--- src/rtl/seq_stk_pkg.sv ---
package seq_stk_pkg;

    localparam int OP_W = 3;

    localparam logic [OP_W-1:0] OP_CONT = 3'd0;
    localparam logic [OP_W-1:0] OP_JUMP = 3'd1;
    localparam logic [OP_W-1:0] OP_CALL = 3'd2;
    localparam logic [OP_W-1:0] OP_RET  = 3'd3;

    typedef enum logic [2:0] {
        ST_IDLE,
        ST_EVAL,
        ST_PUSH,
        ST_POP,
        ST_POP_WAIT,
        ST_DONE,
        ST_HALT
    } seq_state_e;

    function automatic logic op_is_legal(input logic [OP_W-1:0] op);
        return (op <= OP_RET);
    endfunction

endpackage

--- src/rtl/seq_cond_eval.sv ---
module seq_cond_eval #(
    parameter int ERR_W = 4,
    parameter int SW_W  = 8,
    parameter int IDX_W = 4
) (
    input  logic [IDX_W:0]   sel,
    input  logic [ERR_W-1:0] err,
    input  logic [SW_W-1:0]  sw,
    input  logic             ext,
    output logic             hit
);
    localparam int N_SRC = ERR_W + SW_W + 2;

    logic [N_SRC-1:0] src;
    logic             raw;

    assign src = {ext, sw, err, 1'b1};

    always_comb begin
        raw = 1'b0;
        for (int i = 0; i < N_SRC; i++) begin
            if (sel[IDX_W-1:0] == IDX_W'(i)) begin
                raw = src[i];
            end
        end
        hit = raw ^ sel[IDX_W];
    end

endmodule

--- src/rtl/seq_stk_ptr.sv ---
module seq_stk_ptr #(
    parameter int ADDR_W    = 16,
    parameter int STK_WORDS = 256,
    parameter int DEPTH_W   = $clog2(STK_WORDS)
) (
    input  logic               clk,
    input  logic               rst_n,
    input  logic               push,
    input  logic               pop,
    output logic [DEPTH_W-1:0] depth,
    output logic               full,
    output logic               empty,
    output logic [ADDR_W-1:0]  wr_addr,
    output logic [ADDR_W-1:0]  rd_addr
);
    localparam int              MAX_ENTRIES = STK_WORDS - 1;
    localparam logic [ADDR_W-1:0] TOP_ADDR  = {ADDR_W{1'b1}};

    always_ff @(posedge clk or negedge rst_n) begin
        if (!rst_n) begin
            depth <= '0;
        end else if (push && !full) begin
            depth <= depth + DEPTH_W'(1);
        end else if (pop && !empty) begin
            depth <= depth - DEPTH_W'(1);
        end
    end

    assign full    = (depth == DEPTH_W'(MAX_ENTRIES));
    assign empty   = (depth == '0);
    assign wr_addr = TOP_ADDR - ADDR_W'(depth);
    assign rd_addr = wr_addr + ADDR_W'(1);

endmodule

--- src/rtl/seq_flow_stack.sv ---
module seq_flow_stack
    import seq_stk_pkg::*;
#(
    parameter int ADDR_W    = 16,
    parameter int LEN_W     = 4,
    parameter int ERR_W     = 4,
    parameter int SW_W      = 8,
    parameter int IDX_W     = 4,
    parameter int STK_WORDS = 256,
    parameter int DEPTH_W   = $clog2(STK_WORDS)
) (
    input  logic               clk,
    input  logic               rst_n,
    input  logic               req,
    input  logic [2:0]         opcode,
    input  logic [IDX_W:0]     cond_sel,
    input  logic [ADDR_W-1:0]  cur_pc,
    input  logic [LEN_W-1:0]   ins_len,
    input  logic [ADDR_W-1:0]  target,
    input  logic [ERR_W-1:0]   err_flags,
    input  logic [SW_W-1:0]    sw_flags,
    input  logic               ext_flag,
    output logic               busy,
    output logic               done,
    output logic [ADDR_W-1:0]  next_pc,
    output logic [DEPTH_W-1:0] depth,
    output logic               halted,
    output logic               stack_fault,
    output logic               opcode_fault,
    output logic               mem_en,
    output logic               mem_we,
    output logic [ADDR_W-1:0]  mem_addr,
    output logic [ADDR_W-1:0]  mem_wdata,
    input  logic [ADDR_W-1:0]  mem_rdata
);
    seq_state_e state, state_nx;

    logic [OP_W-1:0]   op_q;
    logic [IDX_W:0]    sel_q;
    logic [ADDR_W-1:0] link_q;
    logic [ADDR_W-1:0] tgt_q;
    logic [ERR_W-1:0]  err_q;
    logic [SW_W-1:0]   sw_q;
    logic              ext_q;

    logic              cond_hit;
    logic              stk_full, stk_empty;
    logic [ADDR_W-1:0] stk_wr_addr, stk_rd_addr;
    logic              do_push, do_pop;

    logic              illegal_op;
    logic              want_push, want_pop;
    logic              stk_err;

    seq_cond_eval #(
        .ERR_W (ERR_W),
        .SW_W  (SW_W),
        .IDX_W (IDX_W)
    ) u_cond (
        .sel (sel_q),
        .err (err_q),
        .sw  (sw_q),
        .ext (ext_q),
        .hit (cond_hit)
    );

    seq_stk_ptr #(
        .ADDR_W    (ADDR_W),
        .STK_WORDS (STK_WORDS),
        .DEPTH_W   (DEPTH_W)
    ) u_ptr (
        .clk     (clk),
        .rst_n   (rst_n),
        .push    (do_push),
        .pop     (do_pop),
        .depth   (depth),
        .full    (stk_full),
        .empty   (stk_empty),
        .wr_addr (stk_wr_addr),
        .rd_addr (stk_rd_addr)
    );

    // Decode of the captured instruction
    always_comb begin
        illegal_op = !op_is_legal(op_q);
        want_push  = (op_q == OP_CALL) && cond_hit;
        want_pop   = (op_q == OP_RET)  && cond_hit;
        stk_err    = (want_push && stk_full) || (want_pop && stk_empty);
    end

    // State register
    always_ff @(posedge clk or negedge rst_n) begin
        if (!rst_n) begin
            state <= ST_IDLE;
        end else begin
            state <= state_nx;
        end
    end

    // Next-state logic
    always_comb begin
        state_nx = state;
        unique case (state)
            ST_IDLE: begin
                if (req) state_nx = ST_EVAL;
            end
            ST_EVAL: begin
                if (illegal_op || stk_err) state_nx = ST_HALT;
                else if (want_push)        state_nx = ST_PUSH;
                else if (want_pop)         state_nx = ST_POP;
                else                       state_nx = ST_DONE;
            end
            ST_PUSH:     state_nx = ST_DONE;
            ST_POP:      state_nx = ST_POP_WAIT;
            ST_POP_WAIT: state_nx = ST_DONE;
            ST_DONE:     state_nx = ST_IDLE;
            ST_HALT:     state_nx = ST_HALT;
            default:     state_nx = ST_HALT;
        endcase
    end

    // Outputs decoded from state
    always_comb begin
        busy      = 1'b0;
        done      = 1'b0;
        halted    = 1'b0;
        mem_en    = 1'b0;
        mem_we    = 1'b0;
        mem_addr  = stk_rd_addr;
        mem_wdata = link_q;
        do_push   = 1'b0;
        do_pop    = 1'b0;
        unique case (state)
            ST_IDLE: ;
            ST_EVAL: busy = 1'b1;
            ST_PUSH: begin
                busy     = 1'b1;
                mem_en   = 1'b1;
                mem_we   = 1'b1;
                mem_addr = stk_wr_addr;
                do_push  = 1'b1;
            end
            ST_POP: begin
                busy   = 1'b1;
                mem_en = 1'b1;
                do_pop = 1'b1;
            end
            ST_POP_WAIT: busy = 1'b1;
            ST_DONE: begin
                busy = 1'b1;
                done = 1'b1;
            end
            ST_HALT: halted = 1'b1;
            default: halted = 1'b1;
        endcase
    end

    // Request capture
    always_ff @(posedge clk or negedge rst_n) begin
        if (!rst_n) begin
            op_q   <= OP_CONT;
            sel_q  <= '0;
            link_q <= '0;
            tgt_q  <= '0;
            err_q  <= '0;
            sw_q   <= '0;
            ext_q  <= 1'b0;
        end else if (state == ST_IDLE && req) begin
            op_q   <= opcode;
            sel_q  <= cond_sel;
            link_q <= cur_pc + ADDR_W'(ins_len);
            tgt_q  <= target;
            err_q  <= err_flags;
            sw_q   <= sw_flags;
            ext_q  <= ext_flag;
        end
    end

    // Next fetch address
    always_ff @(posedge clk or negedge rst_n) begin
        if (!rst_n) begin
            next_pc <= '0;
        end else begin
            unique case (state)
                ST_EVAL: begin
                    if (op_q == OP_JUMP && cond_hit) next_pc <= tgt_q;
                    else                             next_pc <= link_q;
                end
                ST_PUSH:     next_pc <= tgt_q;
                ST_POP_WAIT: next_pc <= mem_rdata;
                default:     next_pc <= next_pc;
            endcase
        end
    end

    // Sticky fault causes
    always_ff @(posedge clk or negedge rst_n) begin
        if (!rst_n) begin
            stack_fault  <= 1'b0;
            opcode_fault <= 1'b0;
        end else if (state == ST_EVAL) begin
            if (illegal_op)   opcode_fault <= 1'b1;
            else if (stk_err) stack_fault  <= 1'b1;
        end
    end

endmodule

--- config.mk ---
export PLATFORM = sky130hd
export DESIGN_NAME = seq_flow_stack
export DESIGN_NICKNAME = d
export VERILOG_FILES = /design/src/rtl/seq_stk_pkg.sv /design/src/rtl/seq_cond_eval.sv /design/src/rtl/seq_stk_ptr.sv /design/src/rtl/seq_flow_stack.sv
export SDC_FILE = /design/constraint.sdc
export NUM_CORES = 1
export LEC_CHECK = 0
export BUFFER_PORTS_ARGS = -buffer_cell sky130_fd_sc_hd__buf_2
export CAP_MARGIN = 20
export CORE_MARGIN = 1.5
export CORE_UTILIZATION = 53
export DETAILED_ROUTE_END_ITERATION = 12
export PLACE_DENSITY = 0.81
export SLEW_MARGIN = 20
export SYNTH_ARGS = -nofsm -noshare
export SYNTH_HDL_FRONTEND = slang
export SYNTH_SLANG_ARGS = --single-unit
--- constraint.sdc ---
create_clock -name clk -period 3.74 [get_ports clk]
set_input_delay 0.748 -clock clk [delete_from_list [all_inputs] [get_ports clk]]
set_output_delay 0.748 -clock clk [all_outputs]
set_load 0.05 [all_outputs]
# Yosys cells after proc, flatten, opt, wreduce, memory -nomap -nowiden
# Cells that the tools add are included.
# Widths: inputs -> output; s select.
[classes]
add_sub_neg = 5
order_cmp = 1
eq_ne = 23
n_mux = 30
bitwise_logic = 2
n_reduce_logical = 24
[op_table]
columns = ["op", "count"]
rows = [
  ["$pmux 16 s3", 1],
  ["$mux 16", 2],
  ["$eq 4x4->1 const B", 6],
  ["$mux 1", 20],
  ["$add 16x1->16 const B", 1],
  ["$add 16x4->16", 1],
  ["$eq 4x3->1 const B", 4],
  ["$mux 8", 2],
  ["$pmux 3 s5", 1],
  ["$eq 3x2->1 const B", 4],
  ["$mux 3", 4],
  ["$sub 1x9->10 const A", 1],
  ["$add 8x1->8 const B", 1],
  ["$eq 4x2->1 const B", 2],
  ["$eq 8x8->1 const B", 1],
  ["$logic_and 1x1->1", 8],
  ["$logic_not 8->1", 1],
  ["$sub 8x1->8 const B", 1],
  ["$eq 3x1->1 const B", 2],
  ["$eq 3x3->1 const B", 2],
  ["$reduce_or 6->1", 1],
  ["$reduce_or 5->1", 1],
  ["$eq 4x1->1 const B", 1],
  ["$logic_not 4->1", 1],
  ["other kinds (12)", 16],
]
[totals]
reg_bits = 82
input_bits = 76
out_inout_bits = 63
wordCells = 97

# Depth between registers and ports, before layout
[depth]
word_depth = 22
ltp_mapped = 13
depth_no_buf = 12

# By module
# A second synthesis with hierarchy kept.
[unflattened]
hier_cells = 554
hier_area_um2 = 5083.6
[modules_own_cells]
columns = ["module", "instances", "cells_per_inst", "area_each_um2", "seq_area_each_um2"]
rows = [
  ["seq_flow_stack", 1, 423, 3963.8, 1851.8],
  ["seq_stk_ptr", 1, 97, 869.6, 200.2],
  ["seq_cond_eval", 1, 34, 250.2, 0.0],
]

# Worst setup path after synthesis
# No wires, ideal clock.
[synth_path]
path_kind = "register to output"
from = "register state[0]"
to = "output port mem_addr[5]"
t_arrival_ns = 2.490
required_ns = 2.992
path_slack_ns = 0.502
path_stages_with_launch = 8
path_buffers = 1
cell_sequence = "dfrtp_1 clkbuf_1 nor2_1 nand2_1 inv_1 nor4_1 nand2_1 xor2_1"
[synth_via]
elab_chain_cells = 2
[synth_lines]
columns = ["item", "line_no", "source"]
rows = [
  ["from (decl)", "seq_flow_stack.sv:36", "seq_state_e state, state_nx;"],
  ["from (signal assigned)", "seq_flow_stack.sv:96", "state <= state_nx;"],
  ["$eq 3x2->1", "seq_flow_stack.sv:133", "unique case (state)"],
  ["$mux 16", "seq_flow_stack.sv:133", ""],
  ["to (decl)", "seq_flow_stack.sv:32", "output logic [ADDR_W-1:0] mem_addr,"],
]
# No other way between the ends.

# Final worst setup path
[layout_path]
from = "register state[2]"
to = "output port busy"
[layout_via]
elab_chain_cells = 3
word_cells_on_any_way = 7
classes_between = "eq/ne (5); mux (1); reduce/logical (1)"
[layout_lines]
columns = ["item", "line_no", "source"]
rows = [
  ["$eq 3x1->1 (tied with other cells)", "seq_flow_stack.sv:133", ""],
  ["$reduce_or 5->1 (no line) *", "-", ""],
  ["$mux 1 *", "seq_flow_stack.sv:133", ""],
  ["to (decl)", "seq_flow_stack.sv:23", "output logic busy,"],
]
# Mark *: on every way between the ends. The rest lies on a longest branch, timed or not.

==> impl.org <==
** Final layout
- The library cell used most frequently in the layout, excluding fill and tap cells, is nand2_1.
- Number of filler instances in the final layout :: approximately 790
- Most used cells in the layout excluding fill and tap cells :: nand2_1 (197), buf_2 (137), dfrtp_1 (82)
- The final layout contains 843 nets.
- Cells fill 65.2% of the core in the end.
- The finished cells cover 6050 um2.
- Relative area change from synthesis to final layout :: 18.5%
- # diodes :: 0
- Fraction of layout cells with a size suffix above 1 :: roughly 23%

** CTS
- Number of hold-repair buffers added at the cts stage :: 0
- The H-tree generated during clock tree synthesis spans 3 levels.
- Clock tree from TritonCTS :: done
- The number of clock buffers added by TritonCTS is 9.
- Clock sinks :: 82
- For the worst-skew pair, the clock arrives at the later sink with an insertion delay of 0.36 ns.
- Cts repair resizes :: 0
- Clock transition at the registers of the reported paths :: 0.08 ns
- Counting along the longest clock path gives a buffer depth of 2.
- Root buffer cell :: clkbuf_8
- Number of setup buffers added after CTS :: 0

** Place
- Placer's final routability congestion estimate :: slightly below 1
- Placement-stage cell area :: 5810 um2
- HPWL after detailed placement :: approximately 9.6 mm
- Before CTS, the worst setup slack after placement is 0.939 ns.
- The count of buffers added on input and output ports is ~140.

** Logic synthesis
- Cells after synthesis :: 639
- Yosys mapped a number of flops with a built-in enable equal to 0.
- The cell area that synthesis handed to floorplanning was a little over 5000 um2.
- Top cells by area in the synthesized netlist :: dfrtp_1 (40%), nand2_1 (15%), nor2_1 (4.3%)
- Register bit total from synthesis :: about 80
- Yosys mapped the design onto 55 distinct sky130hd cell types.
- In the synthesized netlist the async set-or-reset flop fraction comes to 100%.
- The Yosys step of the flow raised 0 warnings.
- Among all flip-flop cells after synthesis, the most frequent one is dfrtp_1.
- Summed over all instances, the cell type with the most area after synthesis is dfrtp_1.
- In this run the mean area of a mapped cell was 7.99 um2.
- Sequential fraction of the synthesis area :: 40.2%
- Summed over its instances, the top area cell type makes up 40.2% of the synthesized netlist area.
- Number of nets in the synthesized netlist :: 730

** Global route
- The global routing stage identified its most utilized layer as met2.
- Global routing used 27.4% of the available tracks.
- Antenna violations before repair :: 0
- Global routing consumed, on the met3 layer, between 4 and 5% of the routing resources.
- Global routing finished with a remaining overflow of 0.
- The via count of the first global-routing pass was 4,443.
- For this run, global-route usage on met1 was measured as 39.6%.
- In the global route stage, met2 resource usage came out at 42.7%.
- Entering global routing, the biggest net connects just over 80 pins.
- Wire length of the first global-routing pass :: ~22 mm

** Worst setup path
- Category of the critical setup timing path :: reg -> out
- In this design, the critical path's most frequently occurring cell is nor2_1.
- The worst register-to-register path begins at sel_q[2].
- At the worst endpoint, the required time is 2.99 ns.
- Reg2Reg Setup Slack :: 0.89 ns
- Startpoint Class :: flop
- In this design, the stage delay of the slowest critical-path cell is 0.52 ns.
- The critical path goes through buf_4 -> clkinv_1 -> nand2_1 -> nor2_1 -> nor2_1 -> buf_2.
- Capturing element type of the critical path :: output port
- Along the worst path, the maximum fanout reaches 24.
- Measured in cells, the most critical reg-to-reg path has a length of 7.
- Destination of the worst register-to-register timing path :: next_pc[3]
- For the worst setup path, the data arrival time is 2.29 ns.
- The slowest stage of the critical path is the clkinv_1 cell.
- Origin of the worst setup path :: state[2]

** Floorplanning
- The die covers 10,200 um2.
- # rows :: 35
- After floorplanning, the core was sized to cover 9280 um2.
- Die width :: 101 um
- The initial utilization of the core area, before any placement, comes to about 55%.
- Die height :: 101 um
- Top-level port count :: 139

** Detailed routing
- DRT antenna net count :: 0
- Vias after detailed routing :: between 4k and 5k
- Detail-routed via count per cell :: ~5.5
- The first TritonRoute pass finished after 5 iterations.
- Residual DRC :: 0
- Number of DRC violations after detailed-routing iteration 0 :: 359
- Summed over all layers, the routed wires come to 13.7 mm.
- After detailed routing, the average wire length per cell comes to 15.5 um.

** STA
- Worst Hold Margin :: 0.417 ns
- After layout, the worst path uses roughly four fifths of the clock period.
- The smallest clock period supported by the final layout is computed as 3.04 ns.
- Setup repair after global routing left no endpoint under its margin.
- On the final layout, the worst clock skew is 0.00726 ns.
- Final setup margin :: 0.699 ns
- Final count of hold timing violations :: 0
- Maximum clock rate :: 0.329 GHz
- Max-slew violation total from the final report :: 0
- Worst max-slew margin expressed relative to the limit :: 41.1%
- Summed over all failing endpoints, the final setup total negative slack is 0 ns.
- Number of endpoints failing setup at the final stage :: 0
- For the pin with the worst max-slew slack, the measured transition is 0.865 ns.

** Min path
- Hold Path Class :: in -> async

** Power
- IR analysis of the VDD net gives a maximum drop of 0.180 mV.
- Power spread over the standard cell area amounts to 284 nW/um2.
- Static Leakage :: 3.15 nW

** Flow run
- Max-cap violations in this run came to 0.

** Run status
- Status :: complete, no violations
## worst max path at each step
stage	endpoint	slack, ns	depth (start not counted)
final	busy	0.70	6
after CTS	mem_addr[7]	0.67	6
after global placement	u_ptr.depth[7]	1.06	11
after detailed placement	next_pc[6]	0.94	7
after global routing	mem_addr[5]	0.48	7
after floorplan	mem_addr[5]	0.50	7
## registers in the layout, indices dropped and copies added, names as in the netlist, 3 cells and up
signal       count
sw_q             8
err_q            4
state            3
mem_wdata       16
u_ptr.depth      8
sel_q            5
tgt_q           16
op_q             3
next_pc         16
## cells by family after synthesis
kind of cell    after synthesis  share of synthesized area [%]
simple gates                301                           24.8
fa+ha+maj                    15                           3.97
mux                          22                           4.63
compound gates              136                           17.0
buf+inv                      56                           4.78
flops                        82                           40.2
xor+xnor                     27                           4.63
## power by group
group	leakage (nW)	internal, mW	switching (mW)
Clock	0.117	0.413	0.323
Combinational	1.92	0.0449	0.0508
Sequential	1.11	0.886	0
Total	3.15	1.34	0.373
## final cells by class
type | count | area, um2 | share of cell area [%]
multi-input combinational | 501 | 2820 | 46.6
sequential | 82 | 2050 | 33.9
timing repair buffer | 143 | 734 | 12.1
tap | 129 | 161 | 2.67
clock buffer | 12 | 155 | 2.56
clock inverter | 4 | 73.8 | 1.22
inverter | 15 | 56.3 | 0.930
## through the flow
step	total power [mW]	std cells
after floorplan	0.933	639
after global placement	0.998	870
after detailed placement	0.999	870
after CTS	1.73	886
after global routing	1.78	886
final	1.72	886
## worst max-delay path, delay by kind of cell (launching register included)
| kind | cells | cell delay (ns) |
|---|---|---|
| AND/OR/NAND/NOR | 3 | 0.51 |
| buffers and inverters | 3 | 1.07 |
| flip-flops | 1 | 0.35 |
## synth_stat cells (3+ instances only)
| cell | number |
|---|---|
| nand2_1 | 198 |
| dfrtp_1 | 82 |
| nor2_1 | 58 |
| o21ai_0 | 40 |
| clkbuf_1 | 35 |
| a21oi_1 | 26 |
| mux2i_1 | 18 |
| o221ai_1 | 16 |
| o22ai_1 | 16 |
| xnor2_1 | 16 |
| o21ai_1 | 15 |
| ha_1 | 13 |
| inv_1 | 13 |
| xor2_1 | 11 |
| nor3_1 | 6 |
| a21o_1 | 5 |
| nand2b_1 | 5 |
| and2_1 | 4 |
| nand4_1 | 4 |
| nor2b_1 | 4 |
| o21bai_1 | 4 |
| mux2_2 | 3 |
| nand4b_1 | 3 |
| nor4_1 | 3 |
| or2_2 | 3 |
## metal layers
metal / vias to the layer above / wire [um] / share of wire, %
met5: - / 0 / 0
met4: 0 / 185 / 1.4
met3: 19 / 930 / 6.8
met2: 199 / 6250 / 46
met1: 2295 / 6330 / 46
li1: 2388 / - / -
(Power assumes the default switching activity.)
